[config.mk]
export PLATFORM = sky130hd
export DESIGN_NAME = spec_rob
export DESIGN_NICKNAME = d
export VERILOG_FILES = /design/src/rtl/rob_pkg.sv /design/src/rtl/rob_ptr.sv /design/src/rtl/rob_slots.sv /design/src/rtl/rob_retire.sv /design/src/rtl/spec_rob.sv
export SDC_FILE = /design/constraint.sdc
export NUM_CORES = 1
export LEC_CHECK = 0
export ABC_CLOCK_PERIOD_IN_PS = 3600
export BUFFER_PORTS_ARGS = -buffer_cell sky130_fd_sc_hd__buf_2
export CAP_MARGIN = 0
export CORE_MARGIN = 2
export CORE_UTILIZATION = 40
export CTS_BUF_LIST = sky130_fd_sc_hd__clkbuf_4
export DETAILED_ROUTE_END_ITERATION = 12
export PLACE_DENSITY = 0.55
export SETUP_SLACK_MARGIN = 0.05
export SYNTH_ARGS = -nofsm -noshare
export SYNTH_HDL_FRONTEND = slang
export SYNTH_SLANG_ARGS = --single-unit
[constraint.sdc]
create_clock -name clk -period 3.6 [get_ports clk]
set_clock_uncertainty 0.15 [all_clocks]
set_input_delay 0.72 -clock clk [delete_from_list [all_inputs] [get_ports clk]]
set_output_delay 0.72 -clock clk [all_outputs]
set_load 0.05 [all_outputs]
[src/rtl/rob_pkg.sv]
package rob_pkg;

   typedef enum logic [1:0] {
      OP_REG    = 2'd0,
      OP_STORE  = 2'd1,
      OP_BRANCH = 2'd2,
      OP_NONE   = 2'd3
   } op_kind_e;

   typedef struct packed {
      logic       busy;
      logic       done;
      logic       exc;
      logic       misp;
      logic [1:0] kind;
   } slot_flags_t;

endpackage

[src/rtl/rob_ptr.sv]
module rob_ptr #(
   parameter int IDX_W = 3
) (
   input  logic           clk,
   input  logic           rst_n,
   input  logic           clr,
   input  logic           inc,
   output logic [IDX_W:0] ptr
);
   always_ff @(posedge clk or negedge rst_n) begin
      if (!rst_n)   ptr <= '0;
      else if (clr) ptr <= '0;
      else if (inc) ptr <= ptr + 1'b1;
   end
endmodule

[src/rtl/rob_slots.sv]
module rob_slots
   import rob_pkg::*;
#(
   parameter int DEPTH  = 8,
   parameter int IDX_W  = 3,
   parameter int DATA_W = 32,
   parameter int REG_W  = 5,
   parameter int PC_W   = 32,
   parameter bit BYPASS = 1'b1
) (
   input  logic              clk,
   input  logic              rst_n,
   input  logic              flush,
   input  logic              alloc_fire,
   input  logic [IDX_W-1:0]  alloc_idx,
   input  logic [1:0]        alloc_kind,
   input  logic [REG_W-1:0]  alloc_dest,
   input  logic              wr_valid,
   input  logic [IDX_W-1:0]  wr_idx,
   input  logic [DATA_W-1:0] wr_value,
   input  logic              wr_misp,
   input  logic              wr_exc,
   input  logic [PC_W-1:0]   wr_target,
   input  logic              commit_fire,
   input  logic [IDX_W-1:0]  head_idx,
   input  logic [IDX_W-1:0]  lk_idx,
   output slot_flags_t       head_flags,
   output logic [REG_W-1:0]  head_dest,
   output logic [DATA_W-1:0] head_value,
   output logic [PC_W-1:0]   head_target,
   output logic              lk_ready,
   output logic [DATA_W-1:0] lk_value
);
   slot_flags_t       flags_q [DEPTH];
   logic [REG_W-1:0]  dest_q  [DEPTH];
   logic [DATA_W-1:0] val_q   [DEPTH];
   logic [PC_W-1:0]   tgt_q   [DEPTH];
   logic [DEPTH-1:0]  wr_hit;

   // a result is taken only by an occupied slot still waiting for it
   always_comb begin
      for (int i = 0; i < DEPTH; i++)
         wr_hit[i] = wr_valid && (wr_idx == IDX_W'(i)) && flags_q[i].busy && !flags_q[i].done;
   end

   always_ff @(posedge clk or negedge rst_n) begin
      if (!rst_n) begin
         for (int i = 0; i < DEPTH; i++) flags_q[i] <= '0;
      end else begin
         for (int i = 0; i < DEPTH; i++) begin
            if (flush) begin
               flags_q[i].busy <= 1'b0;
            end else if (alloc_fire && alloc_idx == IDX_W'(i)) begin
               flags_q[i] <= '{busy: 1'b1, done: 1'b0, exc: 1'b0, misp: 1'b0, kind: alloc_kind};
            end else if (wr_hit[i]) begin
               flags_q[i].done <= 1'b1;
               flags_q[i].exc  <= wr_exc;
               flags_q[i].misp <= wr_misp;
            end else if (commit_fire && head_idx == IDX_W'(i)) begin
               flags_q[i].busy <= 1'b0;
            end
         end
      end
   end

   // payload needs no reset: it is only read behind the flags
   always_ff @(posedge clk) begin
      for (int i = 0; i < DEPTH; i++) begin
         if (alloc_fire && alloc_idx == IDX_W'(i)) dest_q[i] <= alloc_dest;
         if (wr_hit[i]) begin
            val_q[i] <= wr_value;
            tgt_q[i] <= wr_target;
         end
      end
   end

   assign head_flags  = flags_q[head_idx];
   assign head_dest   = dest_q[head_idx];
   assign head_value  = val_q[head_idx];
   assign head_target = tgt_q[head_idx];

   generate
      if (BYPASS) begin : g_fwd
         assign lk_ready = (flags_q[lk_idx].busy && flags_q[lk_idx].done) || wr_hit[lk_idx];
         assign lk_value = wr_hit[lk_idx] ? wr_value : val_q[lk_idx];
      end else begin : g_nofwd
         assign lk_ready = flags_q[lk_idx].busy && flags_q[lk_idx].done;
         assign lk_value = val_q[lk_idx];
      end
   endgenerate
endmodule

[src/rtl/rob_retire.sv]
module rob_retire
   import rob_pkg::*;
#(
   parameter int IDX_W  = 3,
   parameter int DATA_W = 32,
   parameter int REG_W  = 5,
   parameter int PC_W   = 32
) (
   input  slot_flags_t       head_flags,
   input  logic [IDX_W-1:0]  head_idx,
   input  logic [REG_W-1:0]  head_dest,
   input  logic [DATA_W-1:0] head_value,
   input  logic [PC_W-1:0]   head_target,
   output logic              retire,
   output logic              squash,
   output logic              cm_reg_we,
   output logic              cm_store_en,
   output logic [REG_W-1:0]  cm_dest,
   output logic [DATA_W-1:0] cm_value,
   output logic              flush_valid,
   output logic [PC_W-1:0]   flush_pc,
   output logic              exc_valid,
   output logic [IDX_W-1:0]  exc_tag
);
   logic head_ok;

   always_comb begin
      head_ok     = head_flags.busy && head_flags.done;
      exc_valid   = head_ok && head_flags.exc;
      retire      = head_ok && !head_flags.exc;
      flush_valid = retire && head_flags.misp && (head_flags.kind == OP_BRANCH);
      squash      = exc_valid || flush_valid;
      cm_reg_we   = retire && (head_flags.kind == OP_REG);
      cm_store_en = retire && (head_flags.kind == OP_STORE);
   end

   assign cm_dest  = head_dest;
   assign cm_value = head_value;
   assign flush_pc = head_target;
   assign exc_tag  = head_idx;
endmodule

[src/rtl/spec_rob.sv]
module spec_rob
   import rob_pkg::*;
#(
   parameter int DEPTH         = 8,
   parameter int DATA_W        = 32,
   parameter int REG_W         = 5,
   parameter int PC_W          = 32,
   parameter bit LOOKUP_BYPASS = 1'b1,
   localparam int IDX_W        = $clog2(DEPTH)
) (
   input  logic              clk,
   input  logic              rst_n,
   input  logic              alloc_valid,
   input  logic [1:0]        alloc_kind,
   input  logic [REG_W-1:0]  alloc_dest,
   output logic              alloc_ready,
   output logic [IDX_W-1:0]  alloc_tag,
   input  logic              wr_valid,
   input  logic [IDX_W-1:0]  wr_tag,
   input  logic [DATA_W-1:0] wr_value,
   input  logic              wr_mispredict,
   input  logic              wr_exception,
   input  logic [PC_W-1:0]   wr_target,
   input  logic [IDX_W-1:0]  lk_tag,
   output logic              lk_ready,
   output logic [DATA_W-1:0] lk_value,
   output logic              cm_valid,
   output logic              cm_reg_we,
   output logic              cm_store_en,
   output logic [REG_W-1:0]  cm_dest,
   output logic [DATA_W-1:0] cm_value,
   output logic              flush_valid,
   output logic [PC_W-1:0]   flush_pc,
   output logic              exc_valid,
   output logic [IDX_W-1:0]  exc_tag
);
   generate
      if (DEPTH < 2 || (DEPTH & (DEPTH - 1)) != 0) begin : g_bad_depth
         $error("spec_rob: DEPTH must be a power of two of at least 2");
      end
      if (DATA_W < 1 || REG_W < 1 || PC_W < 1) begin : g_bad_width
         $error("spec_rob: widths must be positive");
      end
   endgenerate

   logic [IDX_W:0]   head_ptr, tail_ptr, occ;
   logic [IDX_W-1:0] head_idx;
   logic             full, retire, squash, alloc_fire;
   slot_flags_t      head_flags;
   logic [REG_W-1:0] head_dest;
   logic [DATA_W-1:0] head_value;
   logic [PC_W-1:0]  head_target;

   assign head_idx    = head_ptr[IDX_W-1:0];
   assign alloc_tag   = tail_ptr[IDX_W-1:0];
   assign occ         = tail_ptr - head_ptr;
   assign full        = (occ == (IDX_W+1)'(DEPTH));
   assign alloc_ready = !squash && (!full || retire);
   assign alloc_fire  = alloc_valid && alloc_ready;
   assign cm_valid    = retire;

   rob_ptr #(.IDX_W(IDX_W)) i_head (
      .clk(clk), .rst_n(rst_n), .clr(squash), .inc(retire), .ptr(head_ptr));

   rob_ptr #(.IDX_W(IDX_W)) i_tail (
      .clk(clk), .rst_n(rst_n), .clr(squash), .inc(alloc_fire), .ptr(tail_ptr));

   rob_slots #(
      .DEPTH(DEPTH), .IDX_W(IDX_W), .DATA_W(DATA_W), .REG_W(REG_W),
      .PC_W(PC_W), .BYPASS(LOOKUP_BYPASS)
   ) i_slots (
      .clk(clk), .rst_n(rst_n), .flush(squash),
      .alloc_fire(alloc_fire), .alloc_idx(alloc_tag),
      .alloc_kind(alloc_kind), .alloc_dest(alloc_dest),
      .wr_valid(wr_valid), .wr_idx(wr_tag), .wr_value(wr_value),
      .wr_misp(wr_mispredict), .wr_exc(wr_exception), .wr_target(wr_target),
      .commit_fire(retire), .head_idx(head_idx), .lk_idx(lk_tag),
      .head_flags(head_flags), .head_dest(head_dest), .head_value(head_value),
      .head_target(head_target), .lk_ready(lk_ready), .lk_value(lk_value));

   rob_retire #(
      .IDX_W(IDX_W), .DATA_W(DATA_W), .REG_W(REG_W), .PC_W(PC_W)
   ) i_retire (
      .head_flags(head_flags), .head_idx(head_idx), .head_dest(head_dest),
      .head_value(head_value), .head_target(head_target),
      .retire(retire), .squash(squash), .cm_reg_we(cm_reg_we),
      .cm_store_en(cm_store_en), .cm_dest(cm_dest), .cm_value(cm_value),
      .flush_valid(flush_valid), .flush_pc(flush_pc),
      .exc_valid(exc_valid), .exc_tag(exc_tag));
endmodule

* Word level (Yosys, flattened, before mapping) *
Memories as Yosys holds them, arrays and structs flattened.
Index checks and enable logic that the tools add are counted.

storage, ports and cells
  flip-flop bits (word level) = 56
  memories = 3
  memory bits (writable) = 552
  bits of input ports = 83
  logic and storage cells = 365
  output and inout bits = 114

operators by class
  bitwise logic cells = 3
  magnitude comparators = 3
  muxes and demuxes = 148
  reductions and logical operators = 131
  equality and inequality tests = 32
  $add $sub $neg = 3

memory list
  memory          depth  width  rd ports  clocked after memory_dff  wr ports  RTL line         text
  i_slots.tgt_q   8      32     1         0                         1         rob_slots.sv:37  logic [PC_W-1:0] tgt_q [DEPTH];
  i_slots.val_q   8      32     2         0                         1         rob_slots.sv:36  logic [DATA_W-1:0] val_q [DEPTH];
  i_slots.dest_q  8      5      1         0                         1         rob_slots.sv:35  logic [REG_W-1:0] dest_q [DEPTH];

operator list
  kind                                                                          number
  32-bit two-way mux                                                            15
  32-bit OR reduction                                                           14
  3-bit two-way mux                                                             29
  1-bit two-way mux                                                             78
  1-bit logical AND                                                             50
  4-bit two-way mux                                                             12
  2-bit AND reduction                                                           24
  6-bit binary-select mux with 3-bit select                                     2
  3-bit equality test, second input constant                                    12
  5-bit two-way mux                                                             7
  5-bit OR reduction                                                            7
  6-bit two-way mux                                                             4
  3-bit != test, second input constant                                          8
  3-bit nonzero test                                                            8
  2-bit nonzero test                                                            10
  3-bit by 2-bit equality test with 1-bit output, second input constant         6
  1-bit zero test                                                               11
  3-bit by 1-bit equality test with 1-bit output, second input constant         3
  3-bit zero test                                                               3
  4-bit by 1-bit adder with 4-bit output, second input constant                 2
  4-bit >= comparator, second input constant                                    2
  3-bit inverter with 4-bit output                                              2
  4-bit equality test, second input constant                                    1
  3-bit by 4-bit less-than comparator with 1-bit output, second input constant  1
  other kinds (7)                                                               9

* Logic depth before layout (Yosys ltp) *
Gate-level depths: netlist of run 1.

  depth in word-level cells = 23
  gate-level depth with buffers = 11
  depth with buffers taken out = 9

* Modules after synthesis *
From an unflattened synthesis of run 1, not the netlist that was laid out.

unflattened totals
  cells, all modules = 1337
  area, all modules = 26849.5 um2

modules (own cells, without submodules)
  module      area each (um2)  sequential area each (um2)  instances  cells an instance
  rob_slots   25727.2          17777.0                     1          1206
  rob_retire  608.1            0.0                         1          82
  rob_ptr     192.7            100.1                       2          16
  spec_rob    128.9            0.0                         1          17

* Worst setup path after synthesis of run 1 *
OpenSTA, ideal clock, no wires.

  kind = input-to-output
  start = in wr_tag[1]
  end = out lk_value[10]
  setup slack = -0.146 ns
  stages = 6
  buffers on the path = 1
  data arrival time = 2.876 ns
  data required time = 2.730 ns
  path through = nand2b_1 > or4b_4 > mux4_2 > mux2i_4 > clkbuf_2 > o21ai_0

on the way
  word-level cells in the longest chain between the ends = 7
  elaborated cells between the ends (all ways) = 35
  classes of those cells = eq/ne (7); mux (3); reduce/logical (25)

ends and longest elaborated chain
  item                                                                    RTL line         text
  start: declaration                                                      spec_rob.sv:19   input logic [IDX_W-1:0] wr_tag,
  3-bit by 1-bit equality test with 1-bit output (tied with other cells)  rob_slots.sv:43  wr_hit[i] = wr_valid && (wr_idx == IDX_W'(i)) && flags_q[i].busy && !flags_q[i].done;
  1-bit logical AND (3 in series)                                         rob_slots.sv:43
  1-bit binary-select mux with 3-bit select (*)                           rob_slots.sv:85  assign lk_value = wr_hit[lk_idx] ? wr_value : val_q[lk_idx];
  1-bit two-way mux (implied by the code) (*)                             rob_slots.sv:85
  32-bit two-way mux (*)                                                  rob_slots.sv:85
  end: declaration                                                        spec_rob.sv:26   output logic [DATA_W-1:0] lk_value,

Every way passes the cells marked *; elsewhere a longest branch is shown, timed or not. The select of a mux whose other input is x is not followed.

* Final worst setup path of run 1 *
  start = reg i_slots.flags_q[16] in the netlist's numbering
  end = out lk_value[1]

on the way
  word-level cells in the longest chain between the ends = 5

ends and longest elaborated chain
  item                                       RTL line         text
  start: declaration                         rob_slots.sv:34  slot_flags_t flags_q [DEPTH];
  start signal: indexed assignment           rob_slots.sv:54  flags_q[i] <= '{busy: 1'b1, done: 1'b0, exc: 1'b0, misp: 1'b0, kind: alloc_kind};
  1-bit zero test                            rob_slots.sv:43
  1-bit logical AND                          rob_slots.sv:43
  1-bit binary-select mux with 3-bit select  rob_slots.sv:85
  1-bit two-way mux (implied by the code)    rob_slots.sv:85
  32-bit two-way mux                         rob_slots.sv:85

Every way passes these cells. The select of a mux whose other input is x is not followed.

==> results of run 1 <==
per-stage QoR:
stage          power [mW]  hold WS [ns]
2_1_floorplan        15.0         0.274
3_3_place_gp         17.3         0.333
3_5_place_dp         17.3         0.337
4_1_cts              26.7        0.0848
5_1_grt              28.3         0.160
6_report             27.0         0.185
power groups by stage:
stage	clock, mW	combinational [mW]	sequential [mW]
after detailed placement	0	8.44	8.86
after global routing	6.66	12.9	8.68
after CTS	6.29	11.8	8.62
after global placement	0	8.42	8.84
after floorplan	0	6.33	8.65
final	6.07	12.3	8.63
cell usage after synthesis, types with 3 or more instances:
master    count
nor3b_1       3
dfrtp_1      56
nand4_4       4
xor2_1        3
nand4b_1      6
nand4_1       5
edfxtp_1    552
o211ai_1      4
nand3_1       9
a21oi_1      12
nor2_1       20
buf_2        23
a21o_1       10
nand2_1     263
mux2_2       18
a22o_1       14
buf_6         7
buf_4         9
ha_1         15
mux4_2      207
o22a_1        8
clkbuf_1     31
nor2b_1       3
o21ai_1       7
buf_1        16
inv_1        15
mux2i_1      35
nand2b_1      3
nor2_2        5
and2_1        7
o21ai_0      38
critical path, delay by kind of cell (launching register included):
kind	cells	cell delay, ns
muxes	2	0.72
DFF	1	0.38
AOI/OAI and AO/OA	1	0.08
buffers and inverters	3	0.58
and+or+nand+nor	2	0.57
logic make-up after synthesis:
| logic type | Yosys count | share of synthesized area (%) |
|---|---|---|
| muxes | 264 | 20.2 |
| DFF | 608 | 68.5 |
| adders and majority gates | 15 | 0.715 |
| buffers and inverters | 104 | 1.93 |
| xor gates and xnor gates | 5 | 0.167 |
| and+or+nand+nor | 340 | 5.75 |
| AOI/OAI and AO/OA | 108 | 2.79 |
repair_timing:
item	4_1_cts	5_1_grt
endpoints found under the setup margin	108	108
endpoints found under the hold margin	608	0
resized for setup	395	160
pin swaps	36	50
hold buffers	75	0
buffers inserted	41	19
gates cloned	30	1
area by class of cell:
type | instances | share of cell area, %
Multi-Input combinational cell | 732 | 24.3
Clock buffer | 238 | 5.15
Inverter | 16 | 0.216
Timing Repair Buffer | 443 | 14.6
Clock inverter | 43 | 0.818
Sequential cell | 608 | 51.8
Tap cell | 855 | 3.08
Antenna cell | 5 | 0.0360
per-layer routing:
layer	routed length (um)	share of wire (%)	track usage (%)
met5	13	0.018	0
met2	36200	50	37.3
met4	1850	2.6	7.10
met1	29500	41	28.0
met3	4750	6.6	4.97
worst paths after layout:
| check | end | slack, ns | cells after the start |
|---|---|---|---|
| hold / removal | i_slots.flags_q[16]$_DFFE_PN0P_ | 0.19 | 2 |
| setup / recovery | lk_value[1] | -0.59 | 8 |
| min in group clk | i_slots.flags_q[16]$_DFFE_PN0P_ | 0.29 | 6 |
| hold reg to reg | i_slots.flags_q[27]$_DFFE_PN0P_ | 0.35 | 1 |
| setup reg to reg | i_slots.flags_q[21]$_DFFE_PN0P_ | 0.51 | 10 |
| max in group asynchronous | i_slots.flags_q[39]$_DFFE_PN0P_ | 2.24 | 3 |
sequential cells by signal, indices dropped and copies added, names as in the netlist:
signal           flops
i_tail.ptr           4
i_head.ptr           4
i_slots.tgt_q      256
i_slots.dest_q      40
i_slots.val_q      256
i_slots.flags_q     48
==> run summary, run 1 <==
reg-to-reg startpoint - i_head.ptr[1]$_DFFE_PN0P_
Util after Layout - 53.7%
syn_area_per_cell - 18.2 um^2
IO Pins - 197
Initial Util - 40.6%
Max Buffers Root-to-Sink - 3
Achievable Freq - 238 MHz
num rows - 93
asr flop ratio synth - 9.21%
commonest non-fill, non-tap cell in the layout - edfxtp_1
crit-path max cell delay - 0.51 ns
Setup TNS - -24.28 ns
Die Wd - 260 um
CTS root buffer - clkbuf_4
worst skew pair latency - 0.98 ns
Req. time, crit path - 2.73 ns
number of flops mapped to enable cells by yosys - 552
Pleak - 12.5 nW
combinational power share - 45.5%
Placement Cell Area - 28900 um^2
outcome - complete, but fails checks
PwrDens - 777 nW/um^2
Nets - 2061
Die Span Y - 260 um
largest net degree at the start of global routing - 51
crit-path cells - or4b_4, mux4_2, mux2i_4, buf_4, clkbuf_16, nand2_1, o21ai_2, buf_6
synth unique cells - 57
PortBufs - 196
Yosys warnings - 0
data arrival time of the worst path - 3.32 ns
ys flop type - edfxtp_1
Worst setup SP type - flip-flop
peak supply drop - 557 uV
crit path launch - i_slots.flags_q[16]$_DFFE_PN0P_
part of the power in registers - 32.0%
area leader, netlist - edfxtp_1
detailed-placement wirelength estimate - 38500 um
WL per Instance - 24.6 um
first-pass GRT wire length - 108000 um
routability congestion estimate - 0.806
via count - 15900
vias per inst - 5.41
initial antenna violation count - 4
slew at the pin closest to its max-slew limit - 0.716 ns
Fin. Hold Viols - 0
Min-Delay Path Class - primary input to async pin
Mapped Cells - 1444
Reg area - 18000 um^2
WL final - 72300 um
slowest CP cell - mux4_2
Clock power frac - 22.5%
Die Footprint - 67700 um^2
Routed Antenna Nets - 0
CP Class - flip-flop to output pin
dpl ws - -0.206 ns
Fillers - 5239
fin worst setup slack - -0.593 ns
Mapped Nets - 1542
vias in the first global route - 16900
Synth Cell Area - 26300 um^2
# Max-Cap Violations - 0
TritonCTS Sinks - 608
min Tclk post-route - 4.19 ns
CORE AREA - 64700 um^2
final setup fails - 99
clk slew on worst S/H paths - 0.06 ns
Int Power - 17.1 mW
area grow syn2layout - 32.2%
Initial DRC Count - 1015
Switch Pwr - 9.82 mW
most frequent cells in the layout - edfxtp_1, clkbuf_4, mux4_2, nand2_2, nand2_1
TritonCTS clock tree - yes
layout cells sized above 1 - 51.6%
fin area - 34700 um^2
multi-input logic area - 8450 um^2
flops & latches, synth - 608
area share of the largest cell type after synthesis - 63.1%
Area contributors post-synth - edfxtp_1, mux4_2, dfrtp_1, nand2_1, mux2i_1
Non-Filler Instances - 2940
critical path fanouts, max - 15
period utilization - 116%
sequential share of the synthesized area - 68.5%
Total GRT Usage - 21.9%
# DRC - 0
failing checks - negative setup slack
CTS Buf Count - 162
Slew Viols, Final - 0
H-tree depth - 4
RSZ-0062 raised after global routing - true
gr ovfl total - 0
DR pass1 iterations - 5
endpoint class of the critical path - output pin
switching share of power - 36.4%
placed insts - 2496
Slew headroom - 52.3%
(Power assumes the default switching activity.)
==> inputs of run 2 (changes only) <==
- CORE_MARGIN: 2 -> default
==> run summary, run 2 (synthesized netlist as in run 1, its figures left out) <==
RSZ-0062 raised after global routing - true (unchanged)
Worst setup SP type - flip-flop (unchanged)
crit path launch - i_slots.flags_q[16]$_DFFE_PN0P_ (unchanged)
# Max-Cap Violations - 0 (unchanged)
period utilization - 116% (about the same)
final setup fails - 96 (was 99)
worst skew pair latency - 0.97 ns (was 0.98 ns)
worst path buffer plus inverter count - 4 (was 3)
multi-input logic area - 8400 um^2 (was 8450 um^2)
Die Wd - 258 um (was 260 um)
slowest CP cell - mux4_2 (unchanged)
vias in the first global route - 17000 (was 16900)
critical path fanouts, max - 15 (unchanged)
routability congestion estimate - 0.804 (was 0.806)
Initial DRC Count - 1054 (was 1015)
Total GRT Usage - 22.2% (was 21.9%)
data arrival time of the worst path - 3.30 ns (was 3.32 ns)
CP Class - flip-flop to output pin (unchanged)
IO Pins - 197 (unchanged)
DR pass1 iterations - 5 (unchanged)
Int Power - 17.3 mW (was 17.1 mW)
Achievable Freq - 240 MHz (was 238 MHz)
detailed-placement wirelength estimate - 36700 um (was 38500 um)
Slew headroom - 35.0% (was 52.3%)
Initial Util - 40.6% (unchanged)
largest net degree at the start of global routing - 66 (was 51)
top flop regs - i_slots.tgt_q x256, i_slots.val_q x256, i_slots.flags_q x48 (unchanged)
outcome - complete, but fails checks (unchanged)
CORE AREA - 64700 um^2 (unchanged)
TritonCTS Sinks - 608 (unchanged)
H-tree depth - 4 (unchanged)
vias per inst - 5.40 (was 5.41)
Max Buffers Root-to-Sink - 3 (unchanged)
peak supply drop - 588 uV (was 557 uV)
area grow syn2layout - 32.3% (was 32.2%)
part of the power in registers - 31.6% (was 32.0%)
most frequent cells in the layout - edfxtp_1, clkbuf_4, mux4_2, nand2_1, nand2_2 (was edfxtp_1, clkbuf_4, mux4_2, nand2_2, nand2_1)
Reg area - 18000 um^2 (unchanged)
min Tclk post-route - 4.17 ns (was 4.19 ns)
PortBufs - 196 (unchanged)
combinational power share - 45.4% (was 45.5%)
Switch Pwr - 9.93 mW (was 9.82 mW)
TritonCTS clock tree - yes (unchanged)
commonest non-fill, non-tap cell in the layout - edfxtp_1 (unchanged)
Util after Layout - 53.7% (about the same)
Min-Delay Path Class - primary input to async pin (unchanged)
Routed Antenna Nets - 0 (unchanged)
crit-path cells - or4b_4, mux4_2, mux2i_4, buf_12, buf_12, buf_16, o21ai_2, buf_6 (was or4b_4, mux4_2, mux2i_4, buf_4, clkbuf_16, nand2_1, o21ai_2, buf_6)
reg-to-reg startpoint - i_head.ptr[1]$_DFFE_PN0P_ (unchanged)
layout cells sized above 1 - 50.7% (was 51.6%)
via count - 15900 (about the same)
first-pass GRT wire length - 108000 um (about the same)
Pleak - 12.5 nW (about the same)
slew at the pin closest to its max-slew limit - 0.975 ns (was 0.716 ns)
Fin. Hold Viols - 0 (unchanged)
switching share of power - 36.4% (about the same)
delay-heaviest family, CP - multiplexers (unchanged)
CTS Buf Count - 160 (was 162)
gr ovfl total - 0 (unchanged)
Nets - 2053 (was 2061)
failing checks - negative setup slack (unchanged)
CTS root buffer - clkbuf_4 (unchanged)
endpoint class of the critical path - output pin (unchanged)
initial antenna violation count - 3 (was 4)
Clock power frac - 22.9% (was 22.5%)
Die Footprint - 66700 um^2 (was 67700 um^2)
CP most frequent cell - buf_12
crit-path max cell delay - 0.51 ns (about the same)
Req. time, crit path - 2.73 ns (about the same)
# DRC - 0 (unchanged)
PwrDens - 785 nW/um^2 (was 777 nW/um^2)
Fillers - 5256 (was 5239)
Slew Viols, Final - 0 (unchanged)
clk slew on worst S/H paths - 0.07 ns (was 0.06 ns)
WL per Instance - 24.7 um (was 24.6 um)
num rows - 93 (unchanged)
WL final - 72600 um (was 72300 um)
Die Span Y - 258 um (was 260 um)
dpl ws - -0.216 ns (was -0.206 ns)
fin worst setup slack - -0.574 ns (was -0.593 ns)
## run 2: area by class of cell
cell class	count	area share [%]
Clock inverter	49	1.08
Antenna cell	4	0.0288
Clock buffer	236	5.10
Timing Repair Buffer	437	14.5
Sequential cell	608	51.8
Tap cell	855	3.08
Multi-Input combinational cell	732	24.2
Inverter	16	0.238
## run 2: final timing paths
path / endpoint / slack, ns / cells after the start
max: lk_value[2] / -0.57 / 8
min: i_slots.flags_q[16]$_DFFE_PN0P_ / 0.31 / 2
max reg2reg: i_slots.dest_q[2][0]$_DFFE_PP_ / 0.46 / 10
min reg2reg: i_slots.flags_q[27]$_DFFE_PN0P_ / 0.35 / 1
max in group asynchronous: i_slots.flags_q[6]$_DFFE_PN0P_ / 2.19 / 3
min in group clk: i_slots.flags_q[16]$_DFFE_PN0P_ / 0.32 / 6
## run 2: worst register-to-register path: stages (launching register included)
cell and delay, ns:
dfrtp_4 0.51, buf_12 0.15, buf_8 0.12, mux4_2 0.45, mux2i_2 0.20, a21o_1 0.22, a21oi_4 0.09, buf_4 0.15
buf_12 0.18, nor2_1 0.39, buf_4 0.24
## run 2: power groups by stage
stage | clock, mW | combinational, mW | sequential, mW
after CTS | 6.44 | 12.1 | 8.61
after floorplan | 0 | 6.33 | 8.65
final | 6.24 | 12.4 | 8.63
after global routing | 6.77 | 13.0 | 8.69
after global placement | 0 | 8.45 | 8.87
after detailed placement | 0 | 8.48 | 8.88
## run 2: what timing repair did
item | 4_1_cts | 5_1_grt
endpoints found under the setup margin | 108 | 108
pin swaps | 37 | 29
gates resized for setup | 395 | 130
hold endpoints to repair | 618 | 0
hold buffers | 75 | 0
cloned | 33 | 1
buffers inserted | 43 | 8
## run 2: metrics by stage
step / setup TNS, ns / power [mW] / instances / area [um^2] / hold WS, ns
floorplan: -1.46 / 15.0 / 1444 / 26300 / 0.274
global placement: -4.13 / 17.3 / 2494 / 28900 / 0.331
detailed placement: -6.15 / 17.4 / 2494 / 28900 / 0.330
CTS: -39.43 / 27.1 / 2930 / 34400 / 0.201
global route: -41.86 / 28.4 / 2937 / 34800 / 0.237
finish: -22.70 / 27.3 / 2937 / 34800 / 0.309
## run 2: layer usage
metal  track usage, %  wire length, um  up-vias
li1                 -                -     6946
met1             27.9            29900     8350
met2             38.1            37600      483
met3             5.69             3890       93
met4             6.31             1150        2
met5                0               10        -
